`src/rtl/fwb_pkg.sv`:
```
package fwb_pkg;
  localparam int unsigned REG_W = 32;
  localparam int unsigned DIM_W = 16;

  localparam logic [4:0] OFF_BASE  = 5'h00;
  localparam logic [4:0] OFF_PITCH = 5'h04;
  localparam logic [4:0] OFF_DIM   = 5'h08;
  localparam logic [4:0] OFF_CTRL  = 5'h0C;
  localparam logic [4:0] OFF_PROG  = 5'h10;

  localparam int unsigned CB_GO      = 0;
  localparam int unsigned CB_BUSY    = 1;
  localparam int unsigned CB_IE      = 2;
  localparam int unsigned CB_ABORT   = 14;
  localparam int unsigned CB_RESTART = 15;
  localparam int unsigned CB_ERR     = 16;
  localparam int unsigned CB_PWRDN   = 21;

  localparam logic [7:0] ID_TAG = 8'h54;
  localparam logic [1:0] ID_REV = 2'b01;
endpackage

```
`src/rtl/fwb_cfg_regs.sv`:
```
module fwb_cfg_regs
  import fwb_pkg::*;
#(
  parameter int unsigned BASE_LSB  = 2,
  parameter int unsigned PITCH_LSB = 4
) (
  input  logic             clk_i,
  input  logic             rst_ni,
  input  logic             base_we_i,
  input  logic             pitch_we_i,
  input  logic             dim_we_i,
  input  logic             ctrl_we_i,
  input  logic [REG_W-1:0] wdata_i,
  output logic [REG_W-1:0] base_raw_o,
  output logic [REG_W-1:0] pitch_raw_o,
  output logic [REG_W-1:0] dim_raw_o,
  output logic [REG_W-1:0] base_o,
  output logic [REG_W-1:0] pitch_o,
  output logic             ie_o,
  output logic             restart_en_o,
  output logic             pwrdn_o,
  output logic             err_o
);
  localparam logic [REG_W-1:0] BASE_KEEP  = ~((REG_W'(1) << BASE_LSB) - REG_W'(1));
  localparam logic [REG_W-1:0] PITCH_KEEP = ~((REG_W'(1) << PITCH_LSB) - REG_W'(1));

  logic misalign;
  assign misalign = (base_we_i && |(wdata_i & ~BASE_KEEP)) ||
                    (pitch_we_i && |(wdata_i & ~PITCH_KEEP));

  always_ff @(posedge clk_i or negedge rst_ni) begin
    if (!rst_ni) begin
      base_raw_o   <= '0;
      pitch_raw_o  <= '0;
      dim_raw_o    <= '0;
      ie_o         <= 1'b0;
      restart_en_o <= 1'b0;
      pwrdn_o      <= 1'b0;
      err_o        <= 1'b0;
    end else begin
      if (base_we_i)  base_raw_o  <= wdata_i;
      if (pitch_we_i) pitch_raw_o <= wdata_i;
      if (dim_we_i)   dim_raw_o   <= wdata_i;
      if (ctrl_we_i) begin
        ie_o         <= wdata_i[CB_IE];
        restart_en_o <= wdata_i[CB_RESTART];
        pwrdn_o      <= wdata_i[CB_PWRDN];
      end
      if (misalign) err_o <= 1'b1;
      else if (ctrl_we_i && wdata_i[CB_ERR]) err_o <= 1'b0;
    end
  end

  // raw values stay visible to software; datapath sees aligned ones
  assign base_o  = base_raw_o & BASE_KEEP;
  assign pitch_o = pitch_raw_o & PITCH_KEEP;


  misalign_sticky_chk: assert property (@(posedge clk_i) disable iff (!rst_ni)
    (pitch_we_i && |(wdata_i & ~PITCH_KEEP)) |=> err_o);

  err_hold_chk: assert property (@(posedge clk_i) disable iff (!rst_ni)
    (err_o && !ctrl_we_i) |=> err_o);
endmodule

```
`src/rtl/fwb_frame_seq.sv`:
```
module fwb_frame_seq (
  input  logic clk_i,
  input  logic rst_ni,
  input  logic ctrl_we_i,
  input  logic go_i,
  input  logic abort_i,
  input  logic ie_wdata_i,
  input  logic ie_q_i,
  input  logic restart_en_i,
  input  logic frame_done_i,
  output logic busy_o,
  output logic frame_start_o,
  output logic irq_o,
  output logic clr_o,
  output logic abort_o
);
  logic start_req, abort_req, done_evt, restart, go_idle, ie_new;

  assign start_req = ctrl_we_i && go_i && !abort_i && !busy_o;
  assign abort_req = ctrl_we_i && abort_i && busy_o;
  assign done_evt  = frame_done_i && busy_o && !abort_req;
  assign restart   = done_evt && restart_en_i;
  assign go_idle   = abort_req || (done_evt && !restart_en_i);
  assign ie_new    = ctrl_we_i ? ie_wdata_i : ie_q_i;
  assign clr_o     = start_req || restart;
  assign abort_o   = abort_req;

  always_ff @(posedge clk_i or negedge rst_ni) begin
    if (!rst_ni) begin
      busy_o        <= 1'b0;
      frame_start_o <= 1'b0;
      irq_o         <= 1'b0;
    end else begin
      frame_start_o <= clr_o;
      if (start_req)    busy_o <= 1'b1;
      else if (go_idle) busy_o <= 1'b0;
      if (clr_o)                  irq_o <= 1'b0;
      else if (go_idle && ie_new) irq_o <= 1'b1;
      else if (!ie_new)           irq_o <= 1'b0;
    end
  end


  start_sets_busy_chk: assert property (@(posedge clk_i) disable iff (!rst_ni)
    start_req |=> (busy_o && frame_start_o));

  done_clears_busy_chk: assert property (@(posedge clk_i) disable iff (!rst_ni)
    (done_evt && !restart_en_i) |=> !busy_o);

  abort_clears_busy_chk: assert property (@(posedge clk_i) disable iff (!rst_ni)
    abort_req |=> !busy_o);

  irq_only_idle_chk: assert property (@(posedge clk_i) disable iff (!rst_ni)
    $rose(irq_o) |-> !busy_o);
endmodule

```
`src/rtl/fwb_progress.sv`:
```
module fwb_progress #(
  parameter int unsigned CNT_W = 16
) (
  input  logic             clk_i,
  input  logic             rst_ni,
  input  logic             clr_i,
  input  logic             busy_i,
  input  logic             abort_i,
  input  logic             line_i,
  output logic [CNT_W-1:0] cnt_o
);
  always_ff @(posedge clk_i or negedge rst_ni) begin
    if (!rst_ni)                           cnt_o <= '0;
    else if (clr_i)                        cnt_o <= '0;
    else if (line_i && busy_i && !abort_i) cnt_o <= cnt_o + CNT_W'(1);
  end


  idle_count_stable_chk: assert property (@(posedge clk_i) disable iff (!rst_ni)
    (!busy_i && !clr_i) |=> $stable(cnt_o));
endmodule

```
`src/rtl/fwb_ctrl_regs.sv`:
```
module fwb_ctrl_regs
  import fwb_pkg::*;
#(
  parameter int unsigned ADDR_W    = 5,
  parameter int unsigned PROG_W    = 16,
  parameter int unsigned BASE_LSB  = 2,
  parameter int unsigned PITCH_LSB = 4
) (
  input  logic              clk_i,
  input  logic              rst_ni,
  input  logic [ADDR_W-1:0] reg_addr_i,
  input  logic              reg_wr_i,
  input  logic [REG_W-1:0]  reg_wdata_i,
  output logic [REG_W-1:0]  reg_rdata_o,
  output logic              frame_start_o,
  output logic              wr_enable_o,
  output logic [REG_W-1:0]  base_addr_o,
  output logic [REG_W-1:0]  pitch_o,
  output logic [DIM_W-1:0]  width_o,
  output logic [DIM_W-1:0]  height_o,
  output logic              mem_pwrdn_o,
  input  logic              line_commit_i,
  input  logic              frame_done_i,
  output logic              irq_o
);
  logic base_we, pitch_we, dim_we, ctrl_we;
  logic [REG_W-1:0] base_raw, pitch_raw, dim_raw, ctrl_rd;
  logic ie_q, restart_q, err_q, busy, clr, abort;
  logic [PROG_W-1:0] prog;

  assign base_we  = reg_wr_i && (reg_addr_i == ADDR_W'(OFF_BASE));
  assign pitch_we = reg_wr_i && (reg_addr_i == ADDR_W'(OFF_PITCH));
  assign dim_we   = reg_wr_i && (reg_addr_i == ADDR_W'(OFF_DIM));
  assign ctrl_we  = reg_wr_i && (reg_addr_i == ADDR_W'(OFF_CTRL));

  fwb_cfg_regs #(.BASE_LSB(BASE_LSB), .PITCH_LSB(PITCH_LSB)) u_cfg (
    .clk_i, .rst_ni,
    .base_we_i(base_we), .pitch_we_i(pitch_we), .dim_we_i(dim_we), .ctrl_we_i(ctrl_we),
    .wdata_i(reg_wdata_i),
    .base_raw_o(base_raw), .pitch_raw_o(pitch_raw), .dim_raw_o(dim_raw),
    .base_o(base_addr_o), .pitch_o(pitch_o),
    .ie_o(ie_q), .restart_en_o(restart_q), .pwrdn_o(mem_pwrdn_o), .err_o(err_q)
  );

  fwb_frame_seq u_seq (
    .clk_i, .rst_ni,
    .ctrl_we_i(ctrl_we), .go_i(reg_wdata_i[CB_GO]), .abort_i(reg_wdata_i[CB_ABORT]),
    .ie_wdata_i(reg_wdata_i[CB_IE]), .ie_q_i(ie_q), .restart_en_i(restart_q),
    .frame_done_i,
    .busy_o(busy), .frame_start_o, .irq_o, .clr_o(clr), .abort_o(abort)
  );

  fwb_progress #(.CNT_W(PROG_W)) u_prog (
    .clk_i, .rst_ni,
    .clr_i(clr), .busy_i(busy), .abort_i(abort), .line_i(line_commit_i),
    .cnt_o(prog)
  );

  assign wr_enable_o = busy;
  assign width_o     = dim_raw[DIM_W-1:0];
  assign height_o    = dim_raw[2*DIM_W-1:DIM_W];

  always_comb begin
    ctrl_rd             = '0;
    ctrl_rd[31:24]      = ID_TAG;
    ctrl_rd[23:22]      = ID_REV;
    ctrl_rd[CB_PWRDN]   = mem_pwrdn_o;
    ctrl_rd[CB_ERR]     = err_q;
    ctrl_rd[CB_RESTART] = restart_q;
    ctrl_rd[CB_IE]      = ie_q;
    ctrl_rd[CB_BUSY]    = busy;
  end

  always_comb begin
    unique case (reg_addr_i)
      ADDR_W'(OFF_BASE):  reg_rdata_o = base_raw;
      ADDR_W'(OFF_PITCH): reg_rdata_o = pitch_raw;
      ADDR_W'(OFF_DIM):   reg_rdata_o = dim_raw;
      ADDR_W'(OFF_CTRL):  reg_rdata_o = ctrl_rd;
      ADDR_W'(OFF_PROG):  reg_rdata_o = REG_W'(prog);
      default:            reg_rdata_o = '0;
    endcase
  end


  id_bits_chk: assert property (@(posedge clk_i) disable iff (!rst_ni)
    (reg_addr_i == ADDR_W'(OFF_CTRL)) |-> (reg_rdata_o[31:22] == {ID_TAG, ID_REV}));
endmodule

```
`config.mk`:
```
export PLATFORM = sky130hd
export DESIGN_NAME = fwb_ctrl_regs
export DESIGN_NICKNAME = d
export VERILOG_FILES = /design/src/rtl/fwb_pkg.sv /design/src/rtl/fwb_cfg_regs.sv /design/src/rtl/fwb_frame_seq.sv /design/src/rtl/fwb_progress.sv /design/src/rtl/fwb_ctrl_regs.sv
export SDC_FILE = /design/constraint.sdc
export NUM_CORES = 1
export LEC_CHECK = 0
export ABC_CLOCK_PERIOD_IN_PS = 2900
export BUFFER_PORTS_ARGS = -buffer_cell sky130_fd_sc_hd__buf_4
export CAP_MARGIN = 20
export CORE_MARGIN = 2
export CORE_UTILIZATION = 42
export CTS_BUF_LIST = sky130_fd_sc_hd__clkbuf_8
export DETAILED_ROUTE_END_ITERATION = 10
export PLACE_DENSITY = 0.78
export SKIP_LAST_GASP = 1
export SLEW_MARGIN = 20
export SYNTH_ARGS = -nofsm -noshare
export SYNTH_HDL_FRONTEND = slang
export SYNTH_HIERARCHICAL = 1
export SYNTH_SLANG_ARGS = --single-unit
```
`constraint.sdc`:
```
create_clock -name clk_i -period 2.9 [get_ports clk_i]
set_input_delay 0.58 -clock clk_i [delete_from_list [all_inputs] [get_ports clk_i]]
set_output_delay 0.58 -clock clk_i [all_outputs]
set_load 0.005 [all_outputs]
```
# Word level (Yosys, flattened, before mapping)
# Cells that the tools add are included.
totals:
  register_bits: 119
  wordCells: 60
  rom_bits: 0
  memories: 0
  ramBits: 0
  input_bits: 42
  latch_bits: 0
op_classes:
  add_sub_neg: 1
  eq_ne: 5
  shifts: 0
  muxes: 11
  n_reduce_logical: 32
  div: 0
  magnitude_cmp: 0
  n_bitwise: 0
  mul: 0
op_table:
  columns: ["op", "n"]
  rows:
  - ["$pmux 32 s5", 1]
  - ["$mux 16", 2]
  - ["$logic_and 1x1->1", 19]
  - ["$add 16x1->16 const B", 1]
  - ["$eq 5x4->1 const B", 2]
  - ["$mux 1", 8]
  - ["$reduce_bool 2->1", 3]
  - ["$eq 5x3->1 const B", 1]
  - ["$eq 5x5->1 const B", 1]
  - ["$logic_not 5->1", 1]
  - ["$logic_not 1->1", 4]
  - ["$reduce_or 4->1", 1]
  - ["$logic_or 1x1->1", 3]
  - ["$ne 3x2->1 const B", 1]
  - ["$reduce_or 2->1", 1]

# Logic depth before layout (Yosys ltp)
# Gate-level depths: netlist of run 1.
logic_depth:
  ltp_word: 11
  depth_mapped: 10
  ltp_nobuf: 8

# Modules after synthesis
# The synthesis of run 1 kept the hierarchy.
by_module_without_submodules:
  columns: ["mod", "cells_per_inst", "n_inst", "area_per_inst_um2"]
  rows:
  - ["fwb_cfg_regs", 280, 1, 4668.2]
  - ["fwb_ctrl_regs", 123, 1, 947.2]
  - ["fwb_progress", 83, 1, 822.0]
  - ["fwb_frame_seq", 14, 1, 160.2]

# Worst setup path after synthesis of run 1
# OpenSTA, ideal clock, no wires.
synth_timing:
  kind: "in2reg"
  startpoint: "input reg_addr_i[2]"
  endpoint: "register u_prog.cnt_o[0]"
  cell_stages: 10
  arrival_time_ns: 2.659
  setup_slack_ns: 0.109
  t_required_ns: 2.768
  setup_ns: 0.132
  n_path_buf: 4
  cell_sequence: "buf_2 > nor2b_1 > buf_2 > nand2_1 > nor2_1 > and4bb_1 > a41o_1 > clkbuf_1 > buf_1 > nor2_1"
synth_via:
  elab_chain_len: 9
  word_cells_on_any_way: 14
  classes_between: "1 x eq/ne; 1 x mux; 12 x reduce/logical"
synth_rtl:
  columns: ["item", "line", "rtl"]
  rows:
  - ["from (decl)", "fwb_ctrl_regs.sv:11", "input logic [ADDR_W-1:0] reg_addr_i,"]
  - ["$eq 5x4->1 *", "fwb_ctrl_regs.sv:34", "assign ctrl_we = reg_wr_i && (reg_addr_i == ADDR_W'(OFF_CTRL));"]
  - ["$logic_and 1x1->1 *", "fwb_ctrl_regs.sv:34", null]
  - ["via ctrl_we", "fwb_ctrl_regs.sv:26", "logic base_we, pitch_we, dim_we, ctrl_we;"]
  - ["$logic_and 1x1->1 (2 in a row)", "fwb_frame_seq.sv:20", "assign abort_req = ctrl_we_i && abort_i && busy_o;"]
  - ["$logic_not 1->1", "fwb_frame_seq.sv:21", "assign done_evt = frame_done_i && busy_o && !abort_req;"]
  - ["$logic_and 1x1->1", "fwb_frame_seq.sv:21", null]
  - ["$logic_and 1x1->1", "fwb_frame_seq.sv:22", "assign restart = done_evt && restart_en_i;"]
  - ["$logic_or 1x1->1 *", "fwb_frame_seq.sv:25", "assign clr_o = start_req || restart;"]
  - ["via clr", "fwb_ctrl_regs.sv:28", "logic ie_q, restart_q, err_q, busy, clr, abort;"]
  - ["$mux 16 / $reduce_bool 2->1 (equally long branches)", null, null]
  - ["to (signal assigned)", "fwb_progress.sv:15", "else if (line_i && busy_i && !abort_i) cnt_o <= cnt_o + CNT_W'(1);"]
  - ["to (decl)", "fwb_progress.sv:10", "output logic [CNT_W-1:0] cnt_o"]
# The timed path passes the listed nets; every way through them passes the cells marked *.
# A chain may end at the register's enable or synchronous reset.

# Worst setup path after layout of run 1
layout_timing:
  startpoint: "input reg_addr_i[4]"
  endpoint: "output reg_rdata_o[0]"
layout_via:
  elab_chain_len: 2
  word_cells_on_any_way: 6
  classes_between: "4 x eq/ne; 1 x mux; 1 x reduce/logical"
layout_rtl:
  columns: ["item", "line", "rtl"]
  rows:
  - ["$eq 5x5->1 (tied with other cells)", "fwb_ctrl_regs.sv:75", "unique case (reg_addr_i)"]
  - ["$pmux 32 s5 *", "fwb_ctrl_regs.sv:75", null]
  - ["to (decl)", "fwb_ctrl_regs.sv:14", "output logic [REG_W-1:0] reg_rdata_o,"]
# Every way passes the cells marked *; elsewhere a longest branch is shown, timed or not.

==> metrics.yaml, run 1 <==
clocking:
  h-tree-depth: 4
  cts_buffers: 17
  cts_tree: "built"
  cts.path.max_buffers: 2
  clk_latency_ns: 0.44
  clk_transition_reported_paths_ns: 0.07
  cts-root-buf: "clkbuf_8"
  cts_resized: 0
  post-cts-setup-buffer-count: 0
  cts_sinks: 119
  cts_hold_buffers: 0
global_routing:
  grt_usage_pct: 20.80
  antenna_found_initial: 0
  grt_max_degree: 54
  grt_pass1_wl_mm: 26.28
  grt-ovfl-total: 0
  grt_pass1_vias: 4549
worst_setup_path:
  worstPathArrival_ns: 2.06
  worstSetupEndpointType: "primary output"
  cp-start-kind: "input port"
  path_class: "in -> out"
  critical_path.max_fanout: 14
  cp.required_ns: 2.32
drt:
  wl_per_cell_um: 20.21
  top_layer_used: "met4"
  dr.first_iter.drc_count: 208
  vias: 4374
  wirelength_mm: 17.08
  via_per_inst: 5.176
  wl_met1_mm: 7.803
  met3WireLength_um: 650
  dr.pass1.iters: 5
  ant_nets: 0
  wl_met2_mm: 8.488
  drc: 0
floorplanning:
  start_util_pct: 43.24
  die_h_um: 129.3
  rows: 45
  ios: 174
  die_w_um: 129.3
  die_area_um2: 16730
  fp.coreArea_um2: 15260
job:
  drv_cap: 0
power_and_ir_drop:
  p_per_area_nw_per_um2: 613.6
  power_leakage_nw: 3.869
  peakVddDrop_v: 0.0002694
  p_total_mw: 4.897
timing:
  clock_skew_ns: 0.007153
  hold_slack_ns: 0.1933
  rsz0062_at_grt: "no"
  relSlewSlack_pct: 52.15
  tightest_slew_ns: 0.7178
  min_period_over_period_pct: 90.87
  worst_slack_ns: 0.2648
  setup_tns_ns: 0
  slew_violations: 0
  setup_viol: 0
  fin_crit_ns: 2.635
  max_freq_mhz: 379.5
  finalHoldViolations: 0
yosys:
  yosys_register_bits: 119
  postSynth.asyncResetShare_pct: 100.0
  netlist_area_um2: 6598
  synth.avg_cell_area_um2: 13.20
  synth_seq_area_share_pct: 45.14
  ys_warn_count: 6
  synth_cell_types: 56
  synth_edf_count: 0
  ys.flop_type: "dfrtp_1"
  syn_inst: 500
finish:
  synthToLayoutAreaGrowth_pct: 20.97
  seqCellArea_um2: 2978
  n_fill_cell: 1309
  mostFrequentLayoutCell: "buf_4"
  n_antenna_cell: 0
  final_cell_mix: "buf_4 (186), dfrtp_1 (119), mux2_4 (87)"
  final_nets: 664
  drive_above_1_share_pct: 53.47
  instances_no_fill: 845
  multiInputGateArea_um2: 2861
place:
  routabilityCongestion: 0.8437
  port-buffer-count: 167
  dp_hpwl_mm: 12.33
  placed_cells: 813
  dp_worst_setup_slack_ns: 0.2119
hold_path:
  holdCritPathClass: "in -> async"
status:
  outcome: "finished clean"
## synth_stat cells, drive strengths merged, types with 3 or more instances
library cell,number,area (µm²)
nor3,6,30.03
nand3,6,30.03
xor2,5,43.79
mux2i,34,340.3
o21ai,8,40.04
o22ai,15,93.84
nor2,19,71.32
buf,88,765.7
mux2,103,1486
clkbuf,4,15.01
or4,4,33.78
a21oi,4,20.02
a221o,3,30.03
dfrtp,119,2978
xnor2,5,43.79
nand2,10,37.54
inv,4,15.01
o2bb2ai,10,87.58
nor2b,5,31.28
a22oi,12,90.09
nor4,4,25.02
## path summary, 6_finish.rpt
check | from | endpoint | slack (ns) | depth (start not counted)
hold reg to reg | u_cfg/pitch_raw_o[1] | u_cfg/pitch_raw_o[1] | 0.52 | 1
max in group asynchronous | rst_ni | u_cfg/ie_o | 1.91 | 2
min in group clk_i | reg_wdata_i[25] | u_cfg/pitch_raw_o[25] | 0.39 | 2
setup reg to reg | u_seq/busy_o | u_prog/cnt_o[13] | 0.81 | 5
hold / removal | rst_ni | u_cfg/base_raw_o[27] | 0.19 | 1
setup / recovery | reg_addr_i[4] | reg_rdata_o[0] | 0.26 | 5
## critical path, cell delays in order
cell and delay, ns:
buf_4 0.17, or4_1 0.75, buf_4 0.28, o22ai_1 0.13
buf_4 0.14
## sequential cells by signal (all words and copies together) (netlist names)
register	flops
u_seq/irq_o	1
u_seq/frame_start_o	1
u_cfg/pitch_raw_o	32
u_cfg/restart_en_o	1
u_cfg/pwrdn_o	1
u_prog/cnt_o	16
u_seq/busy_o	1
u_cfg/base_raw_o	32
u_cfg/dim_raw_o	32
u_cfg/ie_o	1
u_cfg/err_o	1
## metrics by stage
stage | util [%] | instance area [µm²]
final | 52.31 | 7981
after global routing | 52.31 | 7981
after CTS | 52.31 | 7981
after detailed placement | 49.64 | 7575
after global placement | 49.64 | 7575
after floorplan | - | 6616
## power by group
part	internal, mW	total [mW]	leakage [nW]	switching, mW
combinational	0.756	1.13	2.12	0.379
clock	0.862	1.56	0.205	0.695
sequential	1.94	2.21	1.54	0.267
## cell families after synthesis
logic type | share of synthesized area (%)
AO/OA/AOI/OAI | 6.998
other | 0.05684
adder cells (fa/ha/maj) | 0.1896
XOR/XNOR | 1.327
buffers and inverters | 12.06
multiplexers | 27.69
flip-flops | 45.14
AND/OR/NAND/NOR | 6.543
## layer usage
layer / GRT usage [%] / up-vias
met5: 0 / -
met4: 5.754 / 0
met3: 4.377 / 10
met2: 33.50 / 121
met1: 28.57 / 2251
li1: - / 1992
## layout make-up
cell class | instances | share of cell area [%]
well taps | 211 | 3.308
clock inverters | 14 | 1.991
flip-flops and latches | 119 | 37.31
multi-input cells | 290 | 35.85
repair buffers | 189 | 18.25
inverters | 4 | 0.1881
clock buffers | 18 | 3.104
(Power assumes the default switching activity.)
==> run 2: changes to the inputs <==
--- a/config.mk
+++ b/config.mk
@@ -12,6 +12,7 @@
 export CORE_UTILIZATION = 42
 export CTS_BUF_LIST = sky130_fd_sc_hd__clkbuf_8
 export DETAILED_ROUTE_END_ITERATION = 10
+export MAX_ROUTING_LAYER = met4
 export PLACE_DENSITY = 0.78
 export SKIP_LAST_GASP = 1
 export SLEW_MARGIN = 20
==> run 2 against run 1 <==
  * Final area barely moved
  * Sequential cell count unchanged
  * Wire length down 1.3%
  * Largest power group unchanged
==> metrics.yaml, run 2 (synthesized netlist as in run 1, its figures left out) <==
worst_setup_path:
  worstSetupEndpointType: "primary output"
  critical_path.max_fanout: 14  # unchanged
  path_class: "in -> out"
  cp-start-kind: "input port"
  path_cells: "buf_4, or4_1, buf_4, o22ai_1, buf_4"
  slowest_stage: "or4_1"
  worstRegToRegCells: 5  # unchanged
  cp.required_ns: 2.32  # about the same
  path_depth: 5  # unchanged
  worstPathArrival_ns: 2.08  # +0.02 ns
  critPathTopFamily: "simple AND/OR/NAND/NOR gates"
  crit_top_cell: "buf_4"
  worst-path-buf-inv: 3  # unchanged
  r2r_slack_ns: 0.80  # about the same
  max_stage_delay_ns: 0.75  # about the same
finish:
  final_nets: 663  # -0.15%
  n_antenna_cell: 0  # unchanged
  final_cell_mix: "buf_4 (185), dfrtp_1 (119), mux2_4 (87)"
  fin_util_pct: 52.35  # about the same
  reg.largest.list: "u_cfg/base_raw_o: 32 flops, u_cfg/dim_raw_o: 32 flops, u_cfg/pitch_raw_o: 32 flops"
  drive_above_1_share_pct: 53.40  # -0.074 points
  n_fill_cell: 1301  # -0.61%
  seqCellArea_um2: 2978  # unchanged
  synthToLayoutAreaGrowth_pct: 21.07  # about the same
  instances_no_fill: 844  # -0.12%
  mostFrequentLayoutCell: "buf_4"
  multiInputGateArea_um2: 2861  # unchanged
floorplanning:
  die_h_um: 129.3  # unchanged
  rows: 45  # unchanged
  start_util_pct: 43.24  # unchanged
  ios: 174  # unchanged
  die_area_um2: 16730  # unchanged
  fp.coreArea_um2: 15260  # unchanged
  die_w_um: 129.3  # unchanged
clocking:
  cts_resized: 0  # unchanged
  cts_tree: "built"
  cts_hold_buffers: 0  # unchanged
  cts-root-buf: "clkbuf_8"
  cts_sinks: 119  # unchanged
  clk_latency_ns: 0.45  # about the same
  h-tree-depth: 4  # unchanged
  cts_buffers: 17  # unchanged
  clk_transition_reported_paths_ns: 0.07  # about the same
  cts.path.max_buffers: 2  # unchanged
  post-cts-setup-buffer-count: 0  # unchanged
drt:
  wl_per_cell_um: 19.98  # -1.1%
  ant_nets: 0  # unchanged
  dr.pass1.iters: 4  # -1
  wirelength_mm: 16.86  # -1.3%
  via_per_inst: 5.147  # -0.57%
  vias: 4344  # -0.69%
  dr.first_iter.drc_count: 236  # +13%
  drc: 0  # unchanged
status:
  outcome: "finished clean"
place:
  placed_cells: 812  # -0.12%
  routabilityCongestion: 0.8479  # +0.50%
  port-buffer-count: 167  # unchanged
  dp_hpwl_mm: 12.10  # -1.9%
global_routing:
  grt_pass1_vias: 4382  # -3.7%
  grt_pass1_wl_mm: 25.91  # -1.4%
  grt_max_degree: 49  # -9.3%
  grt-ovfl-total: 0  # unchanged
  antenna_found_initial: 0  # unchanged
  grt_usage_pct: 21.22  # +0.42 points
power_and_ir_drop:
  peakVddDrop_v: 0.0003174  # +18%
  p_per_area_nw_per_um2: 619.4  # +0.95%
  power_leakage_nw: 3.863  # -0.15%
hold_path:
  holdCritPathClass: "in -> async"
timing:
  min_period_over_period_pct: 91.62  # +0.75 points
  setup_viol: 0  # unchanged
  fin_crit_ns: 2.657  # +0.02175 ns
  max_freq_mhz: 376.4  # -0.82%
  relSlewSlack_pct: 50.27  # -1.9 points
  finalHoldViolations: 0  # unchanged
  tightest_slew_ns: 0.7356  # +0.01777 ns
  slew_violations: 0  # unchanged
  clock_skew_ns: 0.01355  # +0.006394 ns
  setup_tns_ns: 0  # unchanged
  rsz0062_at_grt: "no"
job:
  drv_cap: 0  # unchanged
-- run 2: changes by cell type in the layout (fill, tap and decap cells not counted), sizes merged --
cell | before | now
buf | 189 | 188
bufinv | 3 | 4
clkbuf | 18 | 17
clkinv | 7 | 5
clkinvlp | 3 | 5
-- run 2: per-stage QoR --
stage / cell area, µm² / setup WS, ns / power [mW] / hold WS [ns]
finish: 7988 / 0.2431 / 4.947 / 0.1358
global route: 7988 / 0.1916 / 5.175 / 0.1598
CTS: 7988 / 0.2363 / 4.996 / 0.1346
detailed placement: 7567 / 0.1846 / 3.364 / 0.4984
global placement: 7567 / 0.2535 / 3.314 / 0.4896
floorplan: 6616 / 0.1089 / 2.915 / 0.2844
-- run 2: where the power goes --
group,switching (mW),leakage (nW),internal (mW)
Clock,0.699,0.204,0.922
Combinational,0.369,2.12,0.756
Sequential,0.263,1.54,1.94
Total,1.33,3.86,3.62
-- run 2: final cells by class --
type | instances | area share [%]
inverters | 4 | 0.1880
multi-input cells | 290 | 35.82
clock buffers | 17 | 2.929
well taps | 211 | 3.305
clock inverters | 15 | 2.334
flip-flops and latches | 119 | 37.28
repair buffers | 188 | 18.14
-- run 2: path summary, 6_finish.rpt --
kind | start | end
setup / recovery | reg_addr_i[4] | reg_rdata_o[7]
hold / removal | rst_ni | u_cfg/dim_raw_o[27]
setup reg to reg | u_seq/busy_o | u_prog/cnt_o[12]
hold reg to reg | u_cfg/pitch_raw_o[1] | u_cfg/pitch_raw_o[1]
max in group asynchronous | rst_ni | u_cfg/pitch_raw_o[13]
min in group clk_i | reg_wdata_i[28] | u_cfg/dim_raw_o[28]
-- run 2: per-layer routing --
metal  track usage [%]  share of wire (%)  up-vias
li1                  -                  -     1982
met1             28.54                 45     2202
met2             32.26                 49      136
met3             3.964                4.4       24
met4             7.481                1.7        0
met5                 -                  0        -
==> run 3: changes to the inputs <==
--- a/config.mk
+++ b/config.mk
@@ -14,6 +14,7 @@
 export DETAILED_ROUTE_END_ITERATION = 10
 export MAX_ROUTING_LAYER = met4
 export PLACE_DENSITY = 0.78
+export RECOVER_POWER = 25
 export SKIP_LAST_GASP = 1
 export SLEW_MARGIN = 20
 export SYNTH_ARGS = -nofsm -noshare
==> run 3 against run 2 <==
  * Critical path depth did not move
  * Count of clock-buffer cells in the layout stayed put
  * Cell count unchanged
  * Maximum frequency is 0.70% lower
  * Core utilization decreased by 0.11 points
  * Combinational power is essentially flat
  * Via count is essentially flat
  * Critical endpoint is now reg_rdata_o[6]
  * Largest cell class unchanged
  * Largest power group unchanged
==> metrics.yaml, run 3 (synthesized netlist as in run 1, its figures left out) <==
timing:
  worst_slack_ns: 0.2243  # -0.01878 ns
  tightest_slew_ns: 1.146  # +0.4107 ns
  finalHoldViolations: 0  # unchanged
  min_period_over_period_pct: 92.27  # +0.65 points
  rsz0062_at_grt: "no"
  setup_viol: 0  # unchanged
  max_freq_mhz: 373.7  # -0.70%
  slew_violations: 0  # unchanged
  setup_tns_ns: 0  # unchanged
  relSlewSlack_pct: 23.58  # -27 points
  clock_skew_ns: 0.01191  # -0.001639 ns
  fin_crit_ns: 2.676  # +0.01878 ns
finish:
  reg.largest.list: "u_cfg/base_raw_o: 32 flops, u_cfg/dim_raw_o: 32 flops, u_cfg/pitch_raw_o: 32 flops"
  n_fill_cell: 1304  # +0.23%
  n_antenna_cell: 0  # unchanged
  design_area_um2: 7970  # -0.22%
  final_nets: 663  # unchanged
  drive_above_1_share_pct: 53.40  # unchanged
  fin_util_pct: 52.23  # -0.11 points
  synthToLayoutAreaGrowth_pct: 20.80
  mostFrequentLayoutCell: "buf_4"
  final_cell_mix: "buf_4 (184), dfrtp_1 (119), mux2_4 (87)"
power_and_ir_drop:
  power_leakage_nw: 3.857  # -0.15%
  p_total_mw: 4.942  # -0.12%
  peakVddDrop_v: 0.0003174  # about the same
  p_per_area_nw_per_um2: 620.0  # +0.10%
floorplanning:
  fp.coreArea_um2: 15260  # unchanged
  die_h_um: 129.3  # unchanged
  ios: 174  # unchanged
  start_util_pct: 43.24  # unchanged
  die_w_um: 129.3  # unchanged
  die_area_um2: 16730  # unchanged
  rows: 45  # unchanged
drt:
  vias: 4341  # -0.069%
  wirelength_mm: 16.80  # -0.38%
  dr.first_iter.drc_count: 217  # -8.1%
  via_per_inst: 5.143  # about the same
  drc: 0  # unchanged
  dr.pass1.iters: 4  # unchanged
  ant_nets: 0  # unchanged
  wl_per_cell_um: 19.91  # -0.38%
clocking:
  cts_resized: 0  # unchanged
  cts.path.max_buffers: 2  # unchanged
  cts_buffers: 17  # unchanged
  cts_tree: "built"
  clk_transition_reported_paths_ns: 0.07  # about the same
  h-tree-depth: 4  # unchanged
  cts-root-buf: "clkbuf_8"
  post-cts-setup-buffer-count: 0  # unchanged
  cts_hold_buffers: 0  # unchanged
  cts_sinks: 119  # unchanged
  clk_latency_ns: 0.45  # about the same
worst_setup_path:
  path_class: "in -> out"
  worstPathArrival_ns: 2.10  # +0.02 ns
  worstRegToRegCells: 5  # unchanged
  critical_path.max_fanout: 14  # unchanged
  cp.required_ns: 2.32  # about the same
  rr_endpoint: "u_prog/cnt_o[12]"
  cp-start-kind: "input port"
  r2r_slack_ns: 0.79  # about the same
  reg2reg_from: "u_seq/busy_o"
  worstSetupEndpointType: "primary output"
global_routing:
  antenna_found_initial: 0  # unchanged
  grt_pass1_wl_mm: 25.91  # unchanged
  grt_usage_pct: 21.22  # unchanged
  grt_max_degree: 49  # unchanged
  grt-ovfl-total: 0  # unchanged
  grt_pass1_vias: 4382  # unchanged
place:
  port-buffer-count: 167  # unchanged
  placed_cell_area_um2: 7567  # unchanged
  dp_hpwl_mm: 12.10  # unchanged
  dp_worst_setup_slack_ns: 0.1846  # unchanged
  routabilityCongestion: 0.8479  # unchanged
hold_path:
  holdCritPathClass: "in -> async"
status:
  outcome: "finished clean"
job:
  drv_cap: 0  # unchanged
[run 3: cell types whose count changed in the layout (fill, tap and decap cells not counted)]
cell	delta
buf_12	-1
buf_4	-1
clkbuf_2	+2
[run 3: worst max path at each step]
stage,from,to,slack (ns),cells past startpoint
after detailed placement,reg_addr_i[4],u_cfg/base_raw_o[25],0.18,5
after floorplan,reg_addr_i[2],u_prog/cnt_o[0],0.11,10
after CTS,reg_addr_i[1],reg_rdata_o[7],0.24,5
after global routing,reg_addr_i[4],reg_rdata_o[7],0.19,5
after global placement,reg_addr_i[4],u_cfg/base_raw_o[25],0.25,5
final,reg_addr_i[4],reg_rdata_o[6],0.22,5
[run 3: through the flow]
step / hold WS [ns] / cells
CTS: 0.1346 / 844
global route: 0.3518 / 844
finish: 0.3418 / 844
detailed placement: 0.4984 / 812
global placement: 0.4896 / 812
floorplan: 0.2844 / 505
[run 3: layout make-up]
type / count / area, µm² / area share (%)
Sequential cell: 119 / 2978 / 37.36
Tap cell: 211 / 264.0 / 3.312
Inverter: 4 / 15.01 / 0.1884
Timing Repair Buffer: 188 / 1431 / 17.96
Multi-Input combinational cell: 290 / 2861 / 35.90
Clock inverter: 15 / 186.4 / 2.339
Clock buffer: 17 / 234.0 / 2.936
[run 3: power breakdown]
group          switching (mW)  leakage (nW)  internal (mW)  total, mW
sequential              0.262          1.54           1.94       2.20
combinational           0.369          2.11          0.753       1.12
clock                   0.697         0.204          0.922       1.62
total                    1.33          3.86           3.61       4.94
[run 3: routing by layer]
| layer | GRT usage, % | up-vias | routed length (µm) |
|---|---|---|---|
| met5 | - | - | 0 |
| met4 | 7.481 | 0 | 282 |
| met2 | 32.26 | 131 | 8249 |
| met1 | 28.54 | 2205 | 7524 |
| met3 | 3.964 | 24 | 743 |
| li1 | - | 1981 | - |
[run 3: critical path: stages]
cell and delay [ns]:
buf_4 0.17, or4_1 0.76, buf_4 0.28, o22ai_1 0.15, buf_4 0.14
